`config.mk`:
```
export PLATFORM = sky130hd
export DESIGN_NAME = pci_irq_summary
export DESIGN_NICKNAME = d
export VERILOG_FILES = /design/src/rtl/pci_irqsum_pkg.sv /design/src/rtl/irqsum_sync.sv /design/src/rtl/irqsum_regs.sv /design/src/rtl/irqsum_fold.sv /design/src/rtl/irqsum_pick.sv /design/src/rtl/pci_irq_summary.sv
export SDC_FILE = /design/constraint.sdc
export NUM_CORES = 1
export LEC_CHECK = 0
export CORE_ASPECT_RATIO = 1.5
export CORE_MARGIN = 2
export CORE_UTILIZATION = 35
export CTS_BUF_LIST = sky130_fd_sc_hd__clkbuf_8 sky130_fd_sc_hd__clkbuf_16
export DETAILED_ROUTE_END_ITERATION = 8
export PLACE_DENSITY_LB_ADDON = 0.25
export SLEW_MARGIN = 20
export SYNTH_ARGS = -nofsm -noshare
export SYNTH_HDL_FRONTEND = slang
export SYNTH_SLANG_ARGS = --single-unit
```
`constraint.sdc`:
```
create_clock -name clk -period 3.94 [get_ports clk]
set_input_delay 0.394 -clock clk [delete_from_list [all_inputs] [get_ports clk]]
set_output_delay 0.394 -clock clk [all_outputs]
set_load 0.01 [all_outputs]
```
`src/rtl/pci_irqsum_pkg.sv`:
```
package pci_irqsum_pkg;
  localparam int WORD_W = 16;
  localparam logic [11:0] OFS_SUM_LO  = 12'h542;
  localparam logic [11:0] OFS_SUM_HI  = 12'h544;
  localparam logic [11:0] OFS_MASK_LO = 12'h54A;
  localparam logic [11:0] OFS_MASK_HI = 12'h54C;
  localparam logic [15:0] VEC_BASE = 16'h0800;
  localparam int IRQ_BASE = 16;

  typedef enum logic [2:0] {
    SEL_NONE, SEL_SUM_LO, SEL_SUM_HI, SEL_MASK_LO, SEL_MASK_HI
  } reg_sel_e;

  function automatic reg_sel_e decode_ofs(input logic [11:0] a);
    case (a)
      OFS_SUM_LO:  return SEL_SUM_LO;
      OFS_SUM_HI:  return SEL_SUM_HI;
      OFS_MASK_LO: return SEL_MASK_LO;
      OFS_MASK_HI: return SEL_MASK_HI;
      default:     return SEL_NONE;
    endcase
  endfunction

  function automatic logic [15:0] vec_of(input logic [4:0] k);
    return VEC_BASE + 16'((IRQ_BASE + int'(k)) * 16);
  endfunction
endpackage

```
`src/rtl/irqsum_sync.sv`:
```
module irqsum_sync #(
  parameter int W = 30
) (
  input  logic         clk,
  input  logic         rst,
  input  logic [W-1:0] din,
  output logic [W-1:0] dout
);
  logic [W-1:0] meta;
  logic [1:0]   since_rst;

  always_ff @(posedge clk) begin
    if (rst) begin
      meta <= '0;
      dout <= '0;
      since_rst <= '0;
    end else begin
      meta <= din;
      dout <= meta;
      if (since_rst != 2'd3) since_rst <= since_rst + 2'd1;
    end
  end

  // output is the input delayed by exactly two edges
  p_two_stage_r8: assert property (@(posedge clk) disable iff (rst)
    (since_rst == 2'd3) |-> (dout == $past(din, 2)));
endmodule

```
`src/rtl/irqsum_regs.sv`:
```
module irqsum_regs
  import pci_irqsum_pkg::*;
#(
  parameter int ADDR_W = 12
) (
  input  logic              clk,
  input  logic              rst,
  input  logic [ADDR_W-1:0] addr,
  input  logic              rd,
  input  logic              wr,
  input  logic [WORD_W-1:0] wdata,
  input  logic [WORD_W-1:0] sum_lo,
  input  logic [WORD_W-1:0] sum_hi,
  output logic [WORD_W-1:0] mask_lo,
  output logic [WORD_W-1:0] mask_hi,
  output logic [WORD_W-1:0] rdata
);
  reg_sel_e sel;
  logic [WORD_W-1:0] rd_mux;

  always_comb begin
    sel = decode_ofs(12'(addr));
    case (sel)
      SEL_SUM_LO:  rd_mux = sum_lo;
      SEL_SUM_HI:  rd_mux = sum_hi;
      SEL_MASK_LO: rd_mux = mask_lo;
      SEL_MASK_HI: rd_mux = mask_hi;
      default:     rd_mux = '0;
    endcase
  end

  always_ff @(posedge clk) begin
    if (rst) begin
      mask_lo <= '0;
      mask_hi <= '0;
      rdata   <= '0;
    end else begin
      if (wr && sel == SEL_MASK_LO) mask_lo <= wdata;
      if (wr && sel == SEL_MASK_HI) mask_hi <= wdata;
      if (rd) rdata <= rd_mux;
    end
  end

  // masks move only on a write aimed at them
  p_mask_lo_hold_r11: assert property (@(posedge clk) disable iff (rst)
    !(wr && sel == SEL_MASK_LO) |=> $stable(mask_lo));
  p_mask_hi_hold_r11: assert property (@(posedge clk) disable iff (rst)
    !(wr && sel == SEL_MASK_HI) |=> $stable(mask_hi));
  // mask readback is the stored value
  p_mask_read_r2: assert property (@(posedge clk) disable iff (rst)
    (rd && !wr && sel == SEL_MASK_LO) |=> (rdata == mask_lo));
endmodule

```
`src/rtl/irqsum_fold.sv`:
```
module irqsum_fold
  import pci_irqsum_pkg::*;
#(
  parameter int NUM_SLOTS = 7
) (
  input  logic                 clk,
  input  logic                 rst,
  input  logic [NUM_SLOTS-1:0] a,
  input  logic [NUM_SLOTS-1:0] b,
  input  logic [NUM_SLOTS-1:0] c,
  input  logic [NUM_SLOTS-1:0] d,
  input  logic                 store,
  input  logic                 sec,
  input  logic [WORD_W-1:0]    mask_lo,
  input  logic [WORD_W-1:0]    mask_hi,
  output logic [WORD_W-1:0]    sum_lo,
  output logic [WORD_W-1:0]    sum_hi
);
  localparam int FIRST_SLOT_BIT = 2;

  logic [WORD_W-1:0] raw_lo, raw_hi;
  logic [WORD_W-1:0] gated_hi;
  logic unused_mask_bit;

  generate
    for (genvar n = 0; n < WORD_W; n++) begin : g_bit
      if (n == 1) begin : g_misc
        assign raw_lo[n] = store;
        assign raw_hi[n] = sec;
      end else if (n >= FIRST_SLOT_BIT &&
                   (n - FIRST_SLOT_BIT) / 2 < NUM_SLOTS) begin : g_slot
        localparam int S = (n - FIRST_SLOT_BIT) / 2;
        if (((n - FIRST_SLOT_BIT) % 2) == 0) begin : g_even
          assign raw_lo[n] = a[S];
          assign raw_hi[n] = c[S];
        end else begin : g_odd
          assign raw_lo[n] = b[S];
          assign raw_hi[n] = d[S];
        end
      end else begin : g_none
        assign raw_lo[n] = 1'b0;
        assign raw_hi[n] = 1'b0;
      end
    end
  endgenerate

  assign gated_hi = raw_hi & mask_hi;
  assign sum_hi = {gated_hi[WORD_W-1:1], |gated_hi[WORD_W-1:1]};
  assign sum_lo = {raw_lo[WORD_W-1:1] & mask_lo[WORD_W-1:1],
                   sum_hi[0] & mask_lo[0]};
  assign unused_mask_bit = mask_hi[0] ^ raw_lo[0] ^ raw_hi[0];

  // every low bit respects its enable
  p_lo_gated_r3: assert property (@(posedge clk) disable iff (rst)
    (sum_lo & ~mask_lo) == '0);
  // every high source bit respects its enable
  p_hi_gated_r4: assert property (@(posedge clk) disable iff (rst)
    (sum_hi[WORD_W-1:1] & ~mask_hi[WORD_W-1:1]) == '0);
  // cascade bit only with a pending high word
  p_cascade_r6: assert property (@(posedge clk) disable iff (rst)
    sum_lo[0] |-> sum_hi[0]);
  // high summary bit never set over an empty word
  p_hi_or_r5: assert property (@(posedge clk) disable iff (rst)
    (sum_hi[WORD_W-1:1] == '0) |-> !sum_hi[0]);
endmodule

```
`src/rtl/irqsum_pick.sv`:
```
module irqsum_pick
  import pci_irqsum_pkg::*;
(
  input  logic              clk,
  input  logic              rst,
  input  logic [WORD_W-1:0] sum_lo,
  input  logic [WORD_W-1:0] sum_hi,
  output logic              vec_valid,
  output logic [15:0]       vec
);
  localparam int VIEW_W = 2 * WORD_W;

  logic [VIEW_W-1:0] view;
  logic [4:0]        idx;
  logic              found;
  logic              unused_hi0;

  always_comb begin
    view = '0;
    view[WORD_W-1:1] = sum_lo[WORD_W-1:1];
    if (sum_lo[0]) view[VIEW_W-1:WORD_W+1] = sum_hi[WORD_W-1:1];
    idx = '0;
    found = 1'b0;
    for (int i = VIEW_W - 1; i >= 0; i--) begin
      if (view[i]) begin
        idx = 5'(i);
        found = 1'b1;
      end
    end
  end

  assign unused_hi0 = sum_hi[0];
  assign vec_valid = found;
  assign vec = found ? vec_of(idx) : '0;

  // vectors are 16-aligned and start at the first source
  p_vec_align_r10: assert property (@(posedge clk) disable iff (rst)
    vec_valid |-> (vec[3:0] == 4'h0 && vec >= 16'h0910 && vec <= 16'h0AF0));
endmodule

```
`src/rtl/pci_irq_summary.sv`:
```
module pci_irq_summary
  import pci_irqsum_pkg::*;
#(
  parameter int NUM_SLOTS = 7,
  parameter int ADDR_W    = 12
) (
  input  logic                 clk,
  input  logic                 rst,
  input  logic [NUM_SLOTS-1:0] slot_int_a,
  input  logic [NUM_SLOTS-1:0] slot_int_b,
  input  logic [NUM_SLOTS-1:0] slot_int_c,
  input  logic [NUM_SLOTS-1:0] slot_int_d,
  input  logic                 store_int,
  input  logic                 sec_bus_int,
  input  logic [ADDR_W-1:0]    reg_addr,
  input  logic                 reg_rd,
  input  logic                 reg_wr,
  input  logic [15:0]          reg_wdata,
  output logic [15:0]          reg_rdata,
  output logic                 host_irq,
  output logic                 vec_valid,
  output logic [15:0]          vec
);
  localparam int LINES = 4 * NUM_SLOTS + 2;

  logic [LINES-1:0]     line_raw, line_sync;
  logic [NUM_SLOTS-1:0] sa, sb, sc, sd;
  logic                 s_store, s_sec;
  logic [WORD_W-1:0]    mask_lo, mask_hi, sum_lo, sum_hi;

  assign line_raw = {sec_bus_int, store_int, slot_int_d, slot_int_c,
                     slot_int_b, slot_int_a};

  irqsum_sync #(.W(LINES)) i_sync (
    .clk(clk), .rst(rst), .din(line_raw), .dout(line_sync)
  );

  assign {s_sec, s_store, sd, sc, sb, sa} = line_sync;

  irqsum_regs #(.ADDR_W(ADDR_W)) i_regs (
    .clk(clk), .rst(rst), .addr(reg_addr), .rd(reg_rd), .wr(reg_wr),
    .wdata(reg_wdata), .sum_lo(sum_lo), .sum_hi(sum_hi),
    .mask_lo(mask_lo), .mask_hi(mask_hi), .rdata(reg_rdata)
  );

  irqsum_fold #(.NUM_SLOTS(NUM_SLOTS)) i_fold (
    .clk(clk), .rst(rst), .a(sa), .b(sb), .c(sc), .d(sd),
    .store(s_store), .sec(s_sec), .mask_lo(mask_lo), .mask_hi(mask_hi),
    .sum_lo(sum_lo), .sum_hi(sum_hi)
  );

  irqsum_pick i_pick (
    .clk(clk), .rst(rst), .sum_lo(sum_lo), .sum_hi(sum_hi),
    .vec_valid(vec_valid), .vec(vec)
  );

  assign host_irq = |sum_lo;

  // the vector is offered exactly when the host line is up
  p_host_vec_r10: assert property (@(posedge clk) disable iff (rst)
    host_irq == vec_valid);
  // host line silent while the low mask is closed
  p_host_masked_r9: assert property (@(posedge clk) disable iff (rst)
    (mask_lo == '0) |-> !host_irq);
endmodule

```
==> results.md, run 1 <==
- Status: completed
- Fin worst setup slack: 766.9 ps
- Pre-CTS WS: slightly below 1000 ps
- Most common cell after layout, fill and taps aside: dfxtp_1
- Syn-to-layout area delta: 29.02%
- Non-Filler Instances: roughly 670
- Total track usage: 15.86%
- I/O pin total: 96
- Crit-path cells: a22oi_1 > nand4_1 > nor4b_1 > nand2b_1 > a211o_1 > a41oi_1 > clkdlybuf4s50_1
- Antenna violations before repair: 0
- Synth Flop Type: dfxtp_1
- Hold Path Depth: 1
- WP depth: 7
- Final Wtd Congestion: between 0.8 and 0.9
- Max Root-Sink Buffers: 2
- Die width: about 93 um
- Top cell type's share of synthesized area: 51.60%
- Avg Cell Area, Syn: between 9 and 10 sq um
- Hold_sp: i_sync.meta[8]$_SDFF_PP0_
- Total number of vias: 3222
- Tcrit/Tclk final: 80.53%
- CTS tree: yes
- Die Height: 138.0 um
- # resized after CTS: 0
- Final WL: 10.01 mm
- WS Path Type: register to primary output
- # setup viols final: 0
- Number of DRC markers in iteration 0: 157
- DR DRC count: 0
- # clock sinks: between 100 and 150
- Post-CTS Setup Bufs: 0
- Worst hold path type: register to register
- Adder-cell share of the synthesized area: 0%
- Placement Cell Area: 0.005111 sq mm
- CP arrival: roughly 2800 ps
- Asr flop ratio synth: 0%
- Cell Area, Synth: 0.004190 sq mm
- Seq/Total Area, Yosys: 51.60%
- FF-to-FF Start: i_regs.mask_hi[9]$_SDFFE_PP0P_
- First-pass detailed-route iteration total: 4
- Peak supply drop: 205.9 uV
- Post-Synth Simple-Gate Area: 20.78%
- Xor and xnor area share after synthesis: less than 1%
- Seq pwr share: about 54%
- Final Skew: between 6 and 7 ps
- TritonCTS buffer count: 9
- DRT antenna net count: 0
- Placed cells: 652
- Clk slew on worst S/H paths: about 70 ps
- Hold Vio Cnt, Final: 0
- Switching Fraction: 22.38%
- CP max stage delay: 530 ps
- # rows: 49
- Comb pwr share: between 5 and 6%
- # diodes: 0
- Vias in the first global route: 3172
- NetSw: 0.4707 mW
- GRT overflow: 0
- Worst Setup End Kind: primary output
- Max-slew violations: 0
- Final worst path period need: 3173 ps
- Clock Tree Root: clkbuf_16
- Unrepaired setup endpoints after global routing: no
- Finished layout cell area: about 0.0054 sq mm
- # Max-Cap Violations: 0
- CP delay by family, top: simple AND/OR/NAND/NOR gates
- Largest family of logic cells by synthesized area: simple AND/OR/NAND/NOR gates
- Critical path buffers and inverters: 1
- Wirelength per Cell: 14.99 um
- Worst-margin pin slew: 815.7 ps
- Compound-Gate Fraction of Synth Area: 15.05%
- Power Internal: 1.633 mW
- Cell depth of the worst flop-to-flop path: 6
- Top cells by area, synth: dfxtp_1 52%, nor2b_1 9.0%, mux2i_1 7.6%, o21ai_0 4.2%, a22o_1 3.3%
- Final net count: about 570
- Post-synth EDFFs: 0
- Share of post-route cells with drive strength above 1: 5.243%
- Post-synthesis mux area share: 7.644%
- Critical Path Fanout Max: 4
- Worst EP required: ~3600 ps
- Clk pwr share: 40.7%
- Total negative slack: 0 ps
- F_max: roughly 320 MHz
- Slew HR: between 40% and 50%
- Gate Count Post-Synth: 433
- Most frequent cells in the layout: 108 x dfxtp_1, 85 x clkdlybuf4s50_1, 60 x nor2b_1
- Crit-path slowest cell: nor4b_1
- Starting Density: between 30% and 40%
- Port buffer count: 86
- PD cells: about 400 mW/mm^2
- Pin count of the biggest net entering global routing: 64
- Clk_lat worst skew: around 350 ps
- Yosys top cell by area: dfxtp_1
- Yosys Warn Count: 0
- Worst Setup Start Kind: register
- Seq cells post-synth: 108
- Via density: roughly 4.8
- Hold WS: 436.4 ps
- Core box area: 0.01183 sq mm
- H-tree depth: 3
- Hold_buf cts: 0
- Final HPWL DP: about 7.5 mm
- Pleak: 1.959 nW
- Final core occ: 45.69%
- Distinct cell type count of the synthesized netlist: 46
- First-pass GRT wire length: 15.99 mm
- Worst setup path startpoint: i_regs.mask_hi[9]$_SDFFE_PP0P_
- Total Power: approximately 2.1 mW
- Die area: roughly 0.013 sq mm
flip-flops by register name (all words and copies together), names as in the netlist:
register / cells
i_regs.rdata: 16
i_sync.meta: 30
i_sync.dout: 30
i_regs.mask_hi: 16
i_regs.mask_lo: 16
power by group through the flow:
stage	Clock (mW)	Combinational, mW	Sequential (mW)
finish	0.857	0.115	1.13
CTS	0.886	0.117	1.13
global placement	0	0.116	1.16
floorplan	0	0.0509	1.15
detailed placement	0	0.117	1.16
global route	0.930	0.126	1.13
worst reg2reg max path, stage by stage (launching register included):
cell,delay (ps)
dfxtp_1,340
a22oi_1,290
nand4_1,190
nor4b_1,530
a2111oi_0,200
a22oi_1,180
nand2_1,70
Yosys cell counts (2+ instances only):
| cell type | count |
|---|---|
| clkbuf_1 | 16 |
| a21boi_0 | 2 |
| inv_1 | 4 |
| o22ai_1 | 16 |
| nand4_1 | 6 |
| a31oi_1 | 2 |
| and3_1 | 2 |
| nor2_1 | 37 |
| o21ai_0 | 35 |
| dfxtp_1 | 108 |
| nand3_1 | 5 |
| a22oi_1 | 10 |
| nand2_1 | 35 |
| a22o_1 | 16 |
| nor3_1 | 2 |
| nor2b_1 | 60 |
| a21oi_1 | 3 |
| a32o_1 | 2 |
| nand2b_1 | 2 |
| a41oi_1 | 2 |
| buf_4 | 12 |
| mux2i_1 | 32 |
kinds of logic (layout without fill, tap and decap cells):
| family | count (synthesis) | count (layout) |
|---|---|---|
| AO/OA/AOI/OAI | 95 | 95 |
| XOR/XNOR | 1 | 1 |
| buffers and inverters | 35 | 109 |
| flip-flops | 108 | 108 |
| multiplexers | 32 | 32 |
| other | 1 | 9 |
| AND/OR/NAND/NOR | 161 | 161 |
path summary, 6_finish.rpt:
path | slack (ps) | to
max | 770 | vec[4]
min | 440 | i_sync.dout[8]$_SDFF_PP0_
max reg2reg | 2030 | i_regs.rdata[0]$_SDFFE_PP0P_
min reg2reg | 440 | i_sync.dout[8]$_SDFF_PP0_
layout make-up:
type	count	area [sq um]
clock inverters	7	67.56
clock buffers	9	225.2
inverters	4	15.01
multi-input cells	298	1867
fillers	1168	6426
well taps	153	191.4
flip-flops and latches	108	2162
repair buffers	89	878.3
metal layers:
| metal | up-vias | part of all wire (%) | global-route usage (%) |
|---|---|---|---|
| met1 | 1477 | 43 | 19.81 |
| met4 | 0 | 2.4 | 6.966 |
| met5 | - | 0 | 0 |
| met2 | 95 | 50 | 26.13 |
| met3 | 14 | 5.0 | 3.270 |
| li1 | 1636 | - | - |
No activity file was read; power rests on OpenSTA's default activity.
==> run 2, diff against run 1 <==
clock period = 2.6 ns   (was 3.94 ns; I/O delays follow)
==> run 2 against run 1 <==
  * Total power grew 57%
  * Clock skew shrank 0.61 ps
  * Die area is the same
  * Worst setup slack lost 700 ps
  * Largest cell class unchanged
==> results.md, run 2 (same netlist as run 1, synthesis figures left out) <==
- Final HPWL DP: 7.718 mm (was 7.541 mm)
- Most common cell after layout, fill and taps aside: dfxtp_1 (unchanged)
- Share of post-route cells with drive strength above 1: 9.316% (was 5.243%)
- R2r setup slk: 850 ps (was 2030 ps)
- Die Height: 138.0 um (unchanged)
- Core box area: 0.01183 sq mm (unchanged)
- Hold_buf cts: 0 (unchanged)
- Worst EP required: 2340 ps (was 3550 ps)
- # Max-Cap Violations: 0 (unchanged)
- Tcrit/Tclk final: 97.36%
- Worst-margin pin slew: 898.0 ps (was 815.7 ps)
- Peak supply drop: 312.2 uV (was 205.9 uV)
- Total number of vias: 3288 (was 3222)
- Hold Path Depth: 3 (was 1)
- Filler Cell Count: 1140 (was 1168)
- CP max stage delay: 470 ps (was 530 ps)
- F_max: 395.0 MHz
- Final net count: 583 (was 572)
- Biggest regs: i_sync.dout (30), i_sync.meta (30) (unchanged)
- Total track usage: 16.41% (was 15.86%)
- PD cells: 589.9 mW/mm^2 (was 389.1 mW/mm^2)
- Register Area: 0.002163 sq mm (was 0.002162 sq mm)
- First-pass GRT wire length: 16.55 mm (was 15.99 mm)
- Crit-path slowest cell: clkdlybuf4s50_1 (was nor4b_1)
- # diodes: 0 (unchanged)
- Placed cells: 661 (was 652)
- Port buffer count: 86 (unchanged)
- Number of DRC markers in iteration 0: 167 (was 157)
- WS Path Type: register to primary output (unchanged)
- Clock Tree Root: clkbuf_16 (unchanged)
- Pin count of the biggest net entering global routing: 93 (was 64)
- Hold WS: 419.5 ps (was 436.4 ps)
- Clk slew on worst S/H paths: 70 ps (about the same)
- Max-slew violations: 0 (unchanged)
- Worst Setup End Kind: primary output (unchanged)
- FF-to-FF Start: i_regs.mask_hi[9]$_SDFFE_PP0P_ (unchanged)
- CTS tree: yes (unchanged)
- Status: completed (unchanged)
- Final Wtd Congestion: 0.8995 (was 0.8757)
- # setup viols final: 0 (unchanged)
- DRT antenna net count: 0 (unchanged)
- Worst Hold End: i_regs.rdata[15]$_SDFFE_PP0P_ (was i_sync.dout[8]$_SDFF_PP0_)
- Die width: 93.34 um (unchanged)
- Final worst path period need: 2531 ps
- Wirelength per Cell: 15.15 um (was 14.99 um)
- Max Root-Sink Buffers: 2 (unchanged)
- FF-to-FF End: i_regs.rdata[0]$_SDFFE_PP0P_ (unchanged)
- Cell depth of the worst flop-to-flop path: 8 (was 6)
- CP arrival: 2270 ps (was 2780 ps)
- I/O pin total: 96 (unchanged)
- Critical Path Fanout Max: 4 (unchanged)
- Vias in the first global route: 3276 (was 3172)
- CP delay by family, top: simple AND/OR/NAND/NOR gates (unchanged)
- Crit-path cells: a22oi_1 > nand4_1 > nor4b_2 > nand2b_4 > buf_4 > nor2_1 > clkdlybuf4s50_1 (was a22oi_1 > nand4_1 > nor4b_1 > nand2b_1 > a211o_1 > a41oi_1 > clkdlybuf4s50_1)
- Non-Filler Instances: 679 (was 668)
- Clk_lat worst skew: 340 ps (was 350 ps)
- Hold_sp: rst (was i_sync.meta[8]$_SDFF_PP0_)
- First-pass detailed-route iteration total: 4 (unchanged)
- GRT overflow: 0 (unchanged)
- Worst Setup Start Kind: register (unchanged)
- Hold Vio Cnt, Final: 0 (unchanged)
- # clock sinks: 108 (unchanged)
- Multi-input logic area: 0.001921 sq mm (was 0.001867 sq mm)
- Final WL: 10.29 mm (was 10.01 mm)
- Critical path buffers and inverters: 2 (was 1)
- Pleak: 2.108 nW (was 1.959 nW)
- Worst hold path type: input pin to register (was register to register)
- Starting Density: 35.41% (unchanged)
- Via density: 4.842 (was 4.823)
- Most frequent cells in the layout: 107 x dfxtp_1, 80 x clkdlybuf4s50_1, 60 x nor2b_1 (was 108 x dfxtp_1, 85 x clkdlybuf4s50_1, 60 x nor2b_1)
- TritonCTS buffer count: 9 (unchanged)
- Slew HR: 40.13% (was 45.62%)
- Antenna violations before repair: 0 (unchanged)
- DR DRC count: 0 (unchanged)
- Die area: 0.01288 sq mm (unchanged)
- Final Skew: 6.207 ps (was 6.812 ps)
- Syn-to-layout area delta: 33.53% (was 29.02%)
- # rows: 49 (unchanged)
- H-tree depth: 3 (unchanged)
## run 2: cell types whose count changed in the layout (fill, tap and decap cells not counted), moves of 2 or more
| cell | before | now |
|---|---|---|
| a22oi_1 | 10 | 5 |
| a22oi_2 | 0 | 5 |
| a41oi_1 | 2 | 0 |
| a41oi_2 | 0 | 2 |
| buf_12 | 0 | 2 |
| buf_4 | 3 | 12 |
| clkbuf_8 | 0 | 3 |
| clkdlybuf4s50_1 | 85 | 80 |
| clkinvlp_4 | 3 | 0 |
| dlygate4sd2_1 | 0 | 2 |
| dlymetal6s2s_1 | 0 | 2 |
| inv_6 | 2 | 0 |
## run 2: metrics by stage
step | total power, mW | TNS (ps) | utilization (%) | worst slack (ps) | instance area, sq um
final | 3.301 | 0 | 47.29 | 68.60 | 5595
after global routing | 3.429 | -0.6535 | 47.29 | -0.6535 | 5595
after CTS | 3.337 | 0 | 46.91 | 8.975 | 5550
after detailed placement | 1.930 | 0 | 43.98 | 69.04 | 5204
after global placement | 1.929 | 0 | 43.98 | 154.4 | 5204
after floorplan | 1.823 | 0 | - | 723.2 | 4220
## run 2: worst reg2reg max path, delay by kind of cell, from the launching register on
family          cells  cell delay (ps)
buf+inv             2              240
simple gates        3              600
compound gates      3              450
flops               1              340
## run 2: worst max-delay path by stage
stage,from,end,slack (ps),depth (start not counted)
6_report,i_regs.mask_hi[9]$_SDFFE_PP0P_,vec[9],70,7
2_1_floorplan,reg_addr[9],i_regs.mask_lo[0]$_SDFFE_PP0P_,720,8
5_1_grt,i_regs.mask_hi[12]$_SDFFE_PP0P_,vec[9],-0.7,7
3_3_place_gp,i_regs.mask_hi[9]$_SDFFE_PP0P_,vec[4],150,7
3_5_place_dp,i_regs.mask_hi[12]$_SDFFE_PP0P_,vec[4],70,7
4_1_cts,i_sync.dout[19]$_SDFF_PP0_,vec_valid,9,7
## run 2: layer usage
| metal | global-route usage [%] | part of all wire [%] | vias to the layer above |
|---|---|---|---|
| met5 | 0 | 0 | - |
| met4 | 7.430 | 2.4 | 0 |
| met3 | 2.997 | 5.7 | 16 |
| met2 | 27.41 | 50 | 106 |
| met1 | 20.32 | 42 | 1501 |
| li1 | - | - | 1665 |
## run 2: report_power, final
group / internal [mW] / switching (mW)
Combinational: 0.108 / 0.0687
Clock: 0.832 / 0.577
Sequential: 1.70 / 0.0178
## run 2: cell type report
type | instances | share of cell area, %
timing repair buffer | 100 | 17.58
tap | 153 | 3.421
sequential | 108 | 38.66
multi-input combinational | 298 | 34.32
inverter | 4 | 0.2683
clock buffer | 12 | 4.763
clock inverter | 4 | 0.9839
## run 2: what timing repair did
action,4_1_cts,5_1_grt
setup buffers,1,1
pin swaps,2,3
setup endpoints to repair,6,5
resized for setup,7,11
hold endpoints to repair,0,0
